File: src/rtl/ostimer_pkg.sv
package ostimer_pkg;

    localparam int NUM_CH     = 4;
    localparam int BYTE_BITS  = 2;
    localparam int SLOT_BITS  = 3;
    localparam int MAP_TOP    = BYTE_BITS + SLOT_BITS;

    localparam int SLOT_COUNT = 4;
    localparam int SLOT_STAT  = 5;
    localparam int SLOT_WDOG  = 6;
    localparam int SLOT_IEN   = 7;

    typedef enum logic [1:0] {
        WD_OFF   = 2'd0,
        WD_ARMED = 2'd1,
        WD_FIRE  = 2'd2
    } wd_state_e;

    typedef enum logic [1:0] {
        RSP_IDLE  = 2'd0,
        RSP_DATA  = 2'd1,
        RSP_FAULT = 2'd2
    } rsp_state_e;

    typedef struct packed {
        logic [NUM_CH-1:0] match;
        logic              count;
        logic              stat;
        logic              wdog;
        logic              ien;
    } wr_strobe_t;

endpackage

File: src/rtl/ostimer_counter.sv
module ostimer_counter #(
    parameter int CNT_W = 32
) (
    input  logic             clk,
    input  logic             rst_n,
    input  logic             tick_en,
    input  logic             load,
    input  logic [CNT_W-1:0] load_val,
    output logic [CNT_W-1:0] cnt_q,
    output logic [CNT_W-1:0] cnt_next,
    output logic             cnt_upd
);

    localparam logic [CNT_W-1:0] ONE = {{(CNT_W-1){1'b0}}, 1'b1};

    // a software load has priority over a tick in the same cycle
    always_comb begin
        cnt_upd  = load | tick_en;
        cnt_next = load ? load_val : (cnt_q + ONE);
    end

    always_ff @(posedge clk or negedge rst_n) begin
        if (!rst_n) begin
            cnt_q <= '0;
        end else if (cnt_upd) begin
            cnt_q <= cnt_next;
        end
    end

endmodule

File: src/rtl/ostimer_match_chan.sv
module ostimer_match_chan #(
    parameter int CNT_W = 32
) (
    input  logic             clk,
    input  logic             rst_n,
    input  logic             target_we,
    input  logic [CNT_W-1:0] wdata,
    input  logic [CNT_W-1:0] cnt_next,
    input  logic             cnt_upd,
    input  logic             enable,
    input  logic             clear,
    output logic [CNT_W-1:0] target_q,
    output logic             hit,
    output logic             set_evt,
    output logic             status_q
);

    // an event exists only when the counter is written or stepped this cycle
    always_comb begin
        hit     = cnt_upd && (cnt_next == target_q);
        set_evt = hit && enable;
    end

    always_ff @(posedge clk or negedge rst_n) begin
        if (!rst_n) begin
            target_q <= '0;
        end else if (target_we) begin
            target_q <= wdata;
        end
    end

    // a fresh event outranks a write-one-to-clear in the same cycle
    always_ff @(posedge clk or negedge rst_n) begin
        if (!rst_n) begin
            status_q <= 1'b0;
        end else if (set_evt) begin
            status_q <= 1'b1;
        end else if (clear) begin
            status_q <= 1'b0;
        end
    end

endmodule

File: src/rtl/ostimer_watchdog.sv
module ostimer_watchdog
    import ostimer_pkg::*;
#(
    parameter int CNT_W = 32
) (
    input  logic             clk,
    input  logic             rst_n,
    input  logic             wr,
    input  logic [CNT_W-1:0] wdata,
    input  logic             expire_hit,
    output logic [CNT_W-1:0] wd_word,
    output logic             reset_req
);

    wd_state_e        state_q;
    wd_state_e        state_n;
    logic [CNT_W-1:1] upper_q;
    logic             expire;

    always_comb begin
        expire  = (state_q == WD_ARMED) && expire_hit;
        state_n = state_q;
        unique case (state_q)
            WD_OFF: begin
                if (wr && wdata[0]) state_n = WD_ARMED;      // arm
            end
            WD_ARMED: begin
                if (expire_hit)              state_n = WD_FIRE;  // expire
                else if (wr && !wdata[0])    state_n = WD_OFF;   // disarm
            end
            WD_FIRE: begin
                state_n = (wr && wdata[0]) ? WD_ARMED : WD_OFF;   // rearm / settle
            end
            default: state_n = WD_OFF;
        endcase
    end

    always_ff @(posedge clk or negedge rst_n) begin
        if (!rst_n) begin
            state_q <= WD_OFF;
        end else begin
            state_q <= state_n;
        end
    end

    always_ff @(posedge clk or negedge rst_n) begin
        if (!rst_n) begin
            upper_q <= '0;
        end else if (expire) begin
            upper_q <= '0;
        end else if (wr) begin
            upper_q <= wdata[CNT_W-1:1];
        end
    end

    always_comb begin
        reset_req = (state_q == WD_FIRE);
        wd_word   = {upper_q, (state_q == WD_ARMED)};
    end

endmodule

File: src/rtl/ostimer_regbus.sv
module ostimer_regbus
    import ostimer_pkg::*;
#(
    parameter int ADDR_W = 8,
    parameter int CNT_W  = 32,
    parameter int IEN_W  = 12
) (
    input  logic                         clk,
    input  logic                         rst_n,
    input  logic                         bus_rd,
    input  logic                         bus_wr,
    input  logic [ADDR_W-1:0]            bus_addr,
    input  logic [NUM_CH-1:0][CNT_W-1:0] targets,
    input  logic [CNT_W-1:0]             cnt,
    input  logic [NUM_CH-1:0]            status,
    input  logic [CNT_W-1:0]             wd_word,
    input  logic [IEN_W-1:0]             ien,
    output wr_strobe_t                   wstb,
    output logic [CNT_W-1:0]             rdata,
    output logic                         err
);

    rsp_state_e           state_q;
    rsp_state_e           state_n;
    logic                 mapped;
    logic [SLOT_BITS-1:0] slot;
    logic [CNT_W-1:0]     rd_mux;
    logic [CNT_W-1:0]     rdata_q;

    always_comb begin
        slot   = bus_addr[MAP_TOP-1:BYTE_BITS];
        mapped = (bus_addr[BYTE_BITS-1:0] == '0) &&
                 (bus_addr[ADDR_W-1:MAP_TOP] == '0);
    end

    for (genvar g = 0; g < NUM_CH; g++) begin : g_tgt_we
        assign wstb.match[g] = bus_wr && mapped && (slot == SLOT_BITS'(g));
    end

    always_comb begin
        wstb.count = bus_wr && mapped && (slot == SLOT_BITS'(SLOT_COUNT));
        wstb.stat  = bus_wr && mapped && (slot == SLOT_BITS'(SLOT_STAT));
        wstb.wdog  = bus_wr && mapped && (slot == SLOT_BITS'(SLOT_WDOG));
        wstb.ien   = bus_wr && mapped && (slot == SLOT_BITS'(SLOT_IEN));
    end

    always_comb begin
        rd_mux = '0;
        if (slot < SLOT_BITS'(NUM_CH)) begin
            rd_mux = targets[slot[1:0]];
        end else if (slot == SLOT_BITS'(SLOT_COUNT)) begin
            rd_mux = cnt;
        end else if (slot == SLOT_BITS'(SLOT_STAT)) begin
            rd_mux = {{(CNT_W-NUM_CH){1'b0}}, status};
        end else if (slot == SLOT_BITS'(SLOT_WDOG)) begin
            rd_mux = wd_word;
        end else begin
            rd_mux = {{(CNT_W-IEN_W){1'b0}}, ien};
        end
    end

    // response machine: one response state per cycle after a read strobe
    always_comb begin
        state_n = state_q;
        unique case (state_q)
            RSP_IDLE, RSP_DATA, RSP_FAULT: begin
                if (!bus_rd)      state_n = RSP_IDLE;
                else if (mapped)  state_n = RSP_DATA;
                else              state_n = RSP_FAULT;
            end
            default: state_n = RSP_IDLE;
        endcase
    end

    always_ff @(posedge clk or negedge rst_n) begin
        if (!rst_n) begin
            state_q <= RSP_IDLE;
        end else begin
            state_q <= state_n;
        end
    end

    always_ff @(posedge clk or negedge rst_n) begin
        if (!rst_n) begin
            rdata_q <= '0;
        end else if (bus_rd) begin
            rdata_q <= mapped ? rd_mux : '0;
        end
    end

    always_comb begin
        rdata = rdata_q;
        err   = (state_q == RSP_FAULT);
    end

endmodule

File: src/rtl/ostimer_top.sv
module ostimer_top
    import ostimer_pkg::*;
#(
    parameter int ADDR_W = 8,
    parameter int CNT_W  = 32,
    parameter int IEN_W  = 12
) (
    input  logic              clk,
    input  logic              rst_n,
    input  logic              tick_en,
    input  logic              bus_rd,
    input  logic              bus_wr,
    input  logic [ADDR_W-1:0] bus_addr,
    input  logic [CNT_W-1:0]  bus_wdata,
    output logic [CNT_W-1:0]  bus_rdata,
    output logic              bus_err,
    output logic [NUM_CH-1:0] irq,
    output logic              reset_req
);

    localparam int WD_CH = NUM_CH - 1;

    wr_strobe_t                   wstb;
    logic [CNT_W-1:0]             cnt_q;
    logic [CNT_W-1:0]             cnt_next;
    logic                         cnt_upd;
    logic                         cnt_load;
    logic [NUM_CH-1:0][CNT_W-1:0] targets;
    logic [NUM_CH-1:0]            hit;
    logic [NUM_CH-1:0]            evt_set;
    logic [NUM_CH-1:0]            status;
    logic [IEN_W-1:0]             ien_q;
    logic [CNT_W-1:0]             wd_word;

    assign cnt_load = wstb.count;

    ostimer_regbus #(
        .ADDR_W (ADDR_W),
        .CNT_W  (CNT_W),
        .IEN_W  (IEN_W)
    ) u_regbus (
        .clk      (clk),
        .rst_n    (rst_n),
        .bus_rd   (bus_rd),
        .bus_wr   (bus_wr),
        .bus_addr (bus_addr),
        .targets  (targets),
        .cnt      (cnt_q),
        .status   (status),
        .wd_word  (wd_word),
        .ien      (ien_q),
        .wstb     (wstb),
        .rdata    (bus_rdata),
        .err      (bus_err)
    );

    ostimer_counter #(
        .CNT_W (CNT_W)
    ) u_counter (
        .clk      (clk),
        .rst_n    (rst_n),
        .tick_en  (tick_en),
        .load     (cnt_load),
        .load_val (bus_wdata),
        .cnt_q    (cnt_q),
        .cnt_next (cnt_next),
        .cnt_upd  (cnt_upd)
    );

    for (genvar ch = 0; ch < NUM_CH; ch++) begin : g_chan
        ostimer_match_chan #(
            .CNT_W (CNT_W)
        ) u_chan (
            .clk       (clk),
            .rst_n     (rst_n),
            .target_we (wstb.match[ch]),
            .wdata     (bus_wdata),
            .cnt_next  (cnt_next),
            .cnt_upd   (cnt_upd),
            .enable    (ien_q[ch]),
            .clear     (wstb.stat && bus_wdata[ch]),
            .target_q  (targets[ch]),
            .hit       (hit[ch]),
            .set_evt   (evt_set[ch]),
            .status_q  (status[ch])
        );
    end

    always_ff @(posedge clk or negedge rst_n) begin
        if (!rst_n) begin
            ien_q <= '0;
        end else if (wstb.ien) begin
            ien_q <= bus_wdata[IEN_W-1:0];
        end
    end

    ostimer_watchdog #(
        .CNT_W (CNT_W)
    ) u_watchdog (
        .clk        (clk),
        .rst_n      (rst_n),
        .wr         (wstb.wdog),
        .wdata      (bus_wdata),
        .expire_hit (hit[WD_CH]),
        .wd_word    (wd_word),
        .reset_req  (reset_req)
    );

    assign irq = status;

endmodule

File: config.mk
export PLATFORM = sky130hd
export DESIGN_NAME = ostimer_top
export DESIGN_NICKNAME = d
export VERILOG_FILES = /design/src/rtl/ostimer_pkg.sv /design/src/rtl/ostimer_counter.sv /design/src/rtl/ostimer_match_chan.sv /design/src/rtl/ostimer_watchdog.sv /design/src/rtl/ostimer_regbus.sv /design/src/rtl/ostimer_top.sv
export SDC_FILE = /design/constraint.sdc
export NUM_CORES = 1
export LEC_CHECK = 0
export CORE_UTILIZATION = 65
export DETAILED_ROUTE_END_ITERATION = 10
export HOLD_SLACK_MARGIN = 0.15
export PLACE_DENSITY = 0.86
export SYNTH_ARGS = -nofsm -noshare
export SYNTH_HDL_FRONTEND = slang
export SYNTH_HIERARCHICAL = 1
export SYNTH_SLANG_ARGS = --single-unit
File: constraint.sdc
create_clock -name clk -period 8.7 [get_ports clk]
set_clock_uncertainty 0.05 [all_clocks]
set_input_delay 1.305 -clock clk [delete_from_list [all_inputs] [get_ports clk]]
set_output_delay 1.305 -clock clk [all_outputs]
set_load 0.02 [all_outputs]
# Word level (Yosys, flattened, before mapping)
# Cells that the tools add are included.
# Widths: inputs -> output; s select.
[totals] register_bits=243 input_bits=45 out_inout_bits=38 elab_cells=99
[classes] add_sub_neg=1 magnitude_cmp=2 eq_ne=17 mux=26 bitwise=1 reduce_logical=38
[ops] cell="$mux 32" count=7
[ops] cell="$eq 32x32->1" count=4
[ops] cell="$bmux 32 s2" count=1
[ops] cell="$mux 31" count=2
[ops] cell="$add 32x1->32 const B" count=1
[ops] cell="$logic_and 1x1->1" count=25
[ops] cell="$eq 3x3->1 const B" count=4
[ops] cell="$mux 2" count=6
[ops] cell="$reduce_bool 2->1" count=5
[ops] cell="$mux 1" count=9
[ops] cell="$eq 3x2->1 const B" count=2
[ops] cell="$logic_not 2->1" count=3
[ops] cell="$logic_not 3->1" count=2
[ops] cell="$pmux 2 s3" count=1
[ops] cell="$eq 2x1->1 const B" count=2
[ops] cell="$eq 2x2->1 const B" count=2
[ops] cell="$eq 3x1->1 const B" count=1
[ops] cell="$lt 2x3->1 const B" count=1
[ops] cell="$lt 3x3->1 const B" count=1
[ops] cell="$ne 3x1->1 const B" count=1
[ops] cell="$reduce_or 3->1" count=1
[ops] cell="$ne 2x1->1 const B" count=1
[ops] cell="$reduce_and 2->1" count=1
[ops] cell="$logic_not 1->1" count=1
[ops] cell="$or 1x1->1" count=1

# Depth between registers and ports, before layout
[logic_depth] word_depth=9 depth_mapped=19 depth_no_buf=15

# By module
# The synthesis kept the hierarchy.
[by_module_without_submodules] module="ostimer_match_chan" n_inst=4 cells_each=136 area_per_inst_um2=1601.5 seq_area_each_um2=825.8
[by_module_without_submodules] module="ostimer_regbus" n_inst=1 cells_each=355 area_per_inst_um2=3210.6 seq_area_each_um2=850.8
[by_module_without_submodules] module="ostimer_counter" n_inst=1 cells_each=346 area_per_inst_um2=2894.0 seq_area_each_um2=800.8
[by_module_without_submodules] module="ostimer_watchdog" n_inst=1 cells_each=109 area_per_inst_um2=1413.9 seq_area_each_um2=825.8
[by_module_without_submodules] module="ostimer_top" n_inst=1 cells_each=29 area_per_inst_um2=509.2 seq_area_each_um2=300.3

# Worst setup path before layout
# Ideal clock, no wire load.
[synth_path] path_kind="in2reg" start="input bus_addr[1]" end="register u_watchdog/upper_q[10] (netlist bit)" setup_ns=0.119 arrival_time_ns=5.261 t_required_ns=8.531 slack_ns=3.270 stages=19 n_path_buf=6 cell_sequence="or2_4 nor4_4 buf_4 nand2_1 nor3_1 buf_2 buf_1 clkbuf_1 a211oi_1 a311oi_1 xor2_1 nor4_1 nand2_1 or4_4 nor4_1 and3b_1 buf_6 buf_12 nor2_2"
[synth_lines] element="start: declaration" line_no="ostimer_top.sv:13" text="input logic [ADDR_W-1:0] bus_addr,"
[synth_lines] element="end signal: assignment" line_no="ostimer_watchdog.sv:52" text="upper_q <= wdata[CNT_W-1:1];"
[synth_lines] element="end: declaration" line_no="ostimer_watchdog.sv:17" text="logic [CNT_W-1:1] upper_q;"

==> flow_summary.ini <==
[setup_path]
path_delay_family = simple AND/OR/NAND/NOR gates
rr_startpoint = u_counter/cnt_q[0]
cp.required_ps = 9060
r2r_slack_ps = 2910
worstPathArrival_ps = 7030
cp.depth = 20
critPathLaunch = bus_addr[1]
slowest_delay_ps = 650
critPathSlowestCell = and3b_1
crit_chain = clkdlybuf4s50_1 > or2_4 > nor4_4 > buf_4 > nand2_1 > nor3_2 > buf_4 > clkinv_1 > buf_4 > nand2_1 > nor4_1 > a211oi_1 > xnor2_1 > nand3_1 > nor3_1 > nand3_1 > nor4_1 > and3b_1 > buf_4 > nor2_1
crit_buf_inv = 6
cp-start-kind = input pin
worstSetupEndpointType = flip-flop
worstSetupPathType = in2reg
reg2reg_depth = 13
critPathMostFrequentCell = buf_4
r2r-end = u_watchdog/upper_q[4]
cp_max_fo = 49
cp-endpoint = u_watchdog/upper_q[4]

[final_layout]
drive_gt1_share_pct = 18.2
num-nets-final = 1467
area.sequential_um2 = 6080
final_cell_mix = 243 x dfrtp_1, 121 x mux2_2, 112 x mux2i_1, 84 x o21ai_0, 79 x inv_1
multi_input_area_um2 = 7510
area_delta_synth_final_pct = 12.2
stdcell_count = 1722
final_common_cell = dfrtp_1
n_fill_cell = 1494

[global_route]
grt_first_pass_wirelength_um = 64600
grt_overflow = 0
grt_pass1_vias = 11600
grt_usage_pct = 37.4
antenna_found_initial = 1
grt_max_degree = 113

[detailed_routing]
wl_per_cell_um = 24.2
dr_wl_met3_um = 3900
drc = 0
drtIter0Drc = 1195
dr.pass1.iters = 6
num_vias = 11800
vias_per_cell = 6.83
wl_met1_um = 16000
wl_met2_um = 19500
wl_um = 41600
postRouteAntennaNets = 0
highest_layer = met4

[clocking]
worstSkewPairLatency_ps = 550
clk_pin_slew_ps = 60
ctsHoldBuffers = 0
clk_path_buf_depth = 3
numCtsBuffers = 26
postCtsSetupBuffers = 0
cts-root-buf = clkbuf_16
clkSinkCount = 243
cts_tree = done
ctsResizeCount = 0
htree_levels = 1

[power_and_ir_drop]
p_clk_share_pct = 37.8
combPwrFrac_pct = 19.9
p_int_w = 0.00215
vdd_drop_max_uv = 171
swShare_pct = 30.6
p_per_area_nw_per_um2 = 191
p_sw_w = 0.000945
pwr-share-seq_pct = 42.3
cellLeakagePower_nw = 7.06

[floorplan]
coreArea_um2 = 21800
die_area_um2 = 22700
dieWidth_um = 151
die_y_um = 151
start_util_pct = 66.2
num_io_pins = 83
num_rows = 54

[job]
cap_violations = 0

[placement]
gp_congestion = 0.996
dpl.cell_count = 1673
portBuffers = 82
hpwlAfterDp_um = 28700

[synthesis]
synthCells = 1376
syn_nets = 1422
ys_warn_count = 6
synth_area_um2 = 14400
avgSynthCellArea_um2 = 10.5

[outcome]
status = completed

[timing]
setup_viol = 0
grt_setup_unrepaired = false
final.setup.tns_ps = 0
hold_slack_ps = 435
drv_slew = 0
fmax_mhz = 150
hold_violations = 0
relSlewSlack_pct = 19.6
worst_pin_slew_ps = 1210
fin_crit_sh_pct = 76.7
fin_crit_ps = 6670

[min_path]
hold_class = reg2reg
==> power groups by stage <==
stage | Clock [W] | Sequential [W] | Combinational [W]
after floorplan | 0 | 0.00127 | 0.000426
after global placement | 0 | 0.00131 | 0.000580
after detailed placement | 0 | 0.00132 | 0.000592
after CTS | 0.00117 | 0.00130 | 0.000598
after global routing | 0.00121 | 0.00131 | 0.000652
final | 0.00117 | 0.00131 | 0.000616
==> registers in the layout, summed over array words and instances, names as in the netlist <==
signal and flops:
g_chan.u_chan/status_q 4, g_chan.u_chan/target_q 128, ien_q 12, u_counter/cnt_q 32
u_regbus/rdata 32, u_regbus/state_q 2, u_watchdog/state_q 2, u_watchdog/upper_q 31
==> worst min path at each step <==
stage	from	endpoint	slack, ps	cells after the start
floorplan	u_regbus/state_q[1]	u_regbus/state_q[0]	380	1
global placement	u_regbus/state_q[1]	u_regbus/state_q[0]	400	1
detailed placement	u_regbus/state_q[1]	u_regbus/state_q[0]	420	1
CTS	u_regbus/state_q[1]	u_regbus/state_q[0]	430	1
global route	u_regbus/state_q[1]	u_regbus/state_q[0]	470	1
finish	u_regbus/state_q[1]	u_regbus/state_q[0]	430	1
==> cell type report <==
class	count	share of cell area (%)
Sequential cell	243	37.7
Inverter	80	1.86
Tap cell	280	2.17
Clock buffer	37	4.73
Antenna cell	1	0.0155
Multi-Input combinational cell	961	46.5
Timing Repair Buffer	109	6.26
Clock inverter	11	0.829
==> metal layers <==
metal / vias up / track usage [%]
li1: 5087 / -
met1: 5784 / 48.1
met2: 704 / 60.1
met3: 185 / 7.44
met4: 0 / 19.4
met5: - / 0
==> per-stage QoR <==
stage	area, um2	power [W]	util (%)	setup slack, ps
final	16100	0.00309	74.2	2030
after floorplan	14400	0.00169	-	3280
after global routing	16100	0.00318	74.2	1710
after detailed placement	15200	0.00191	70.1	1680
after CTS	16100	0.00307	74.2	2210
after global placement	15200	0.00189	70.1	1840
Note: power is estimated with default switching activity, not from simulation.
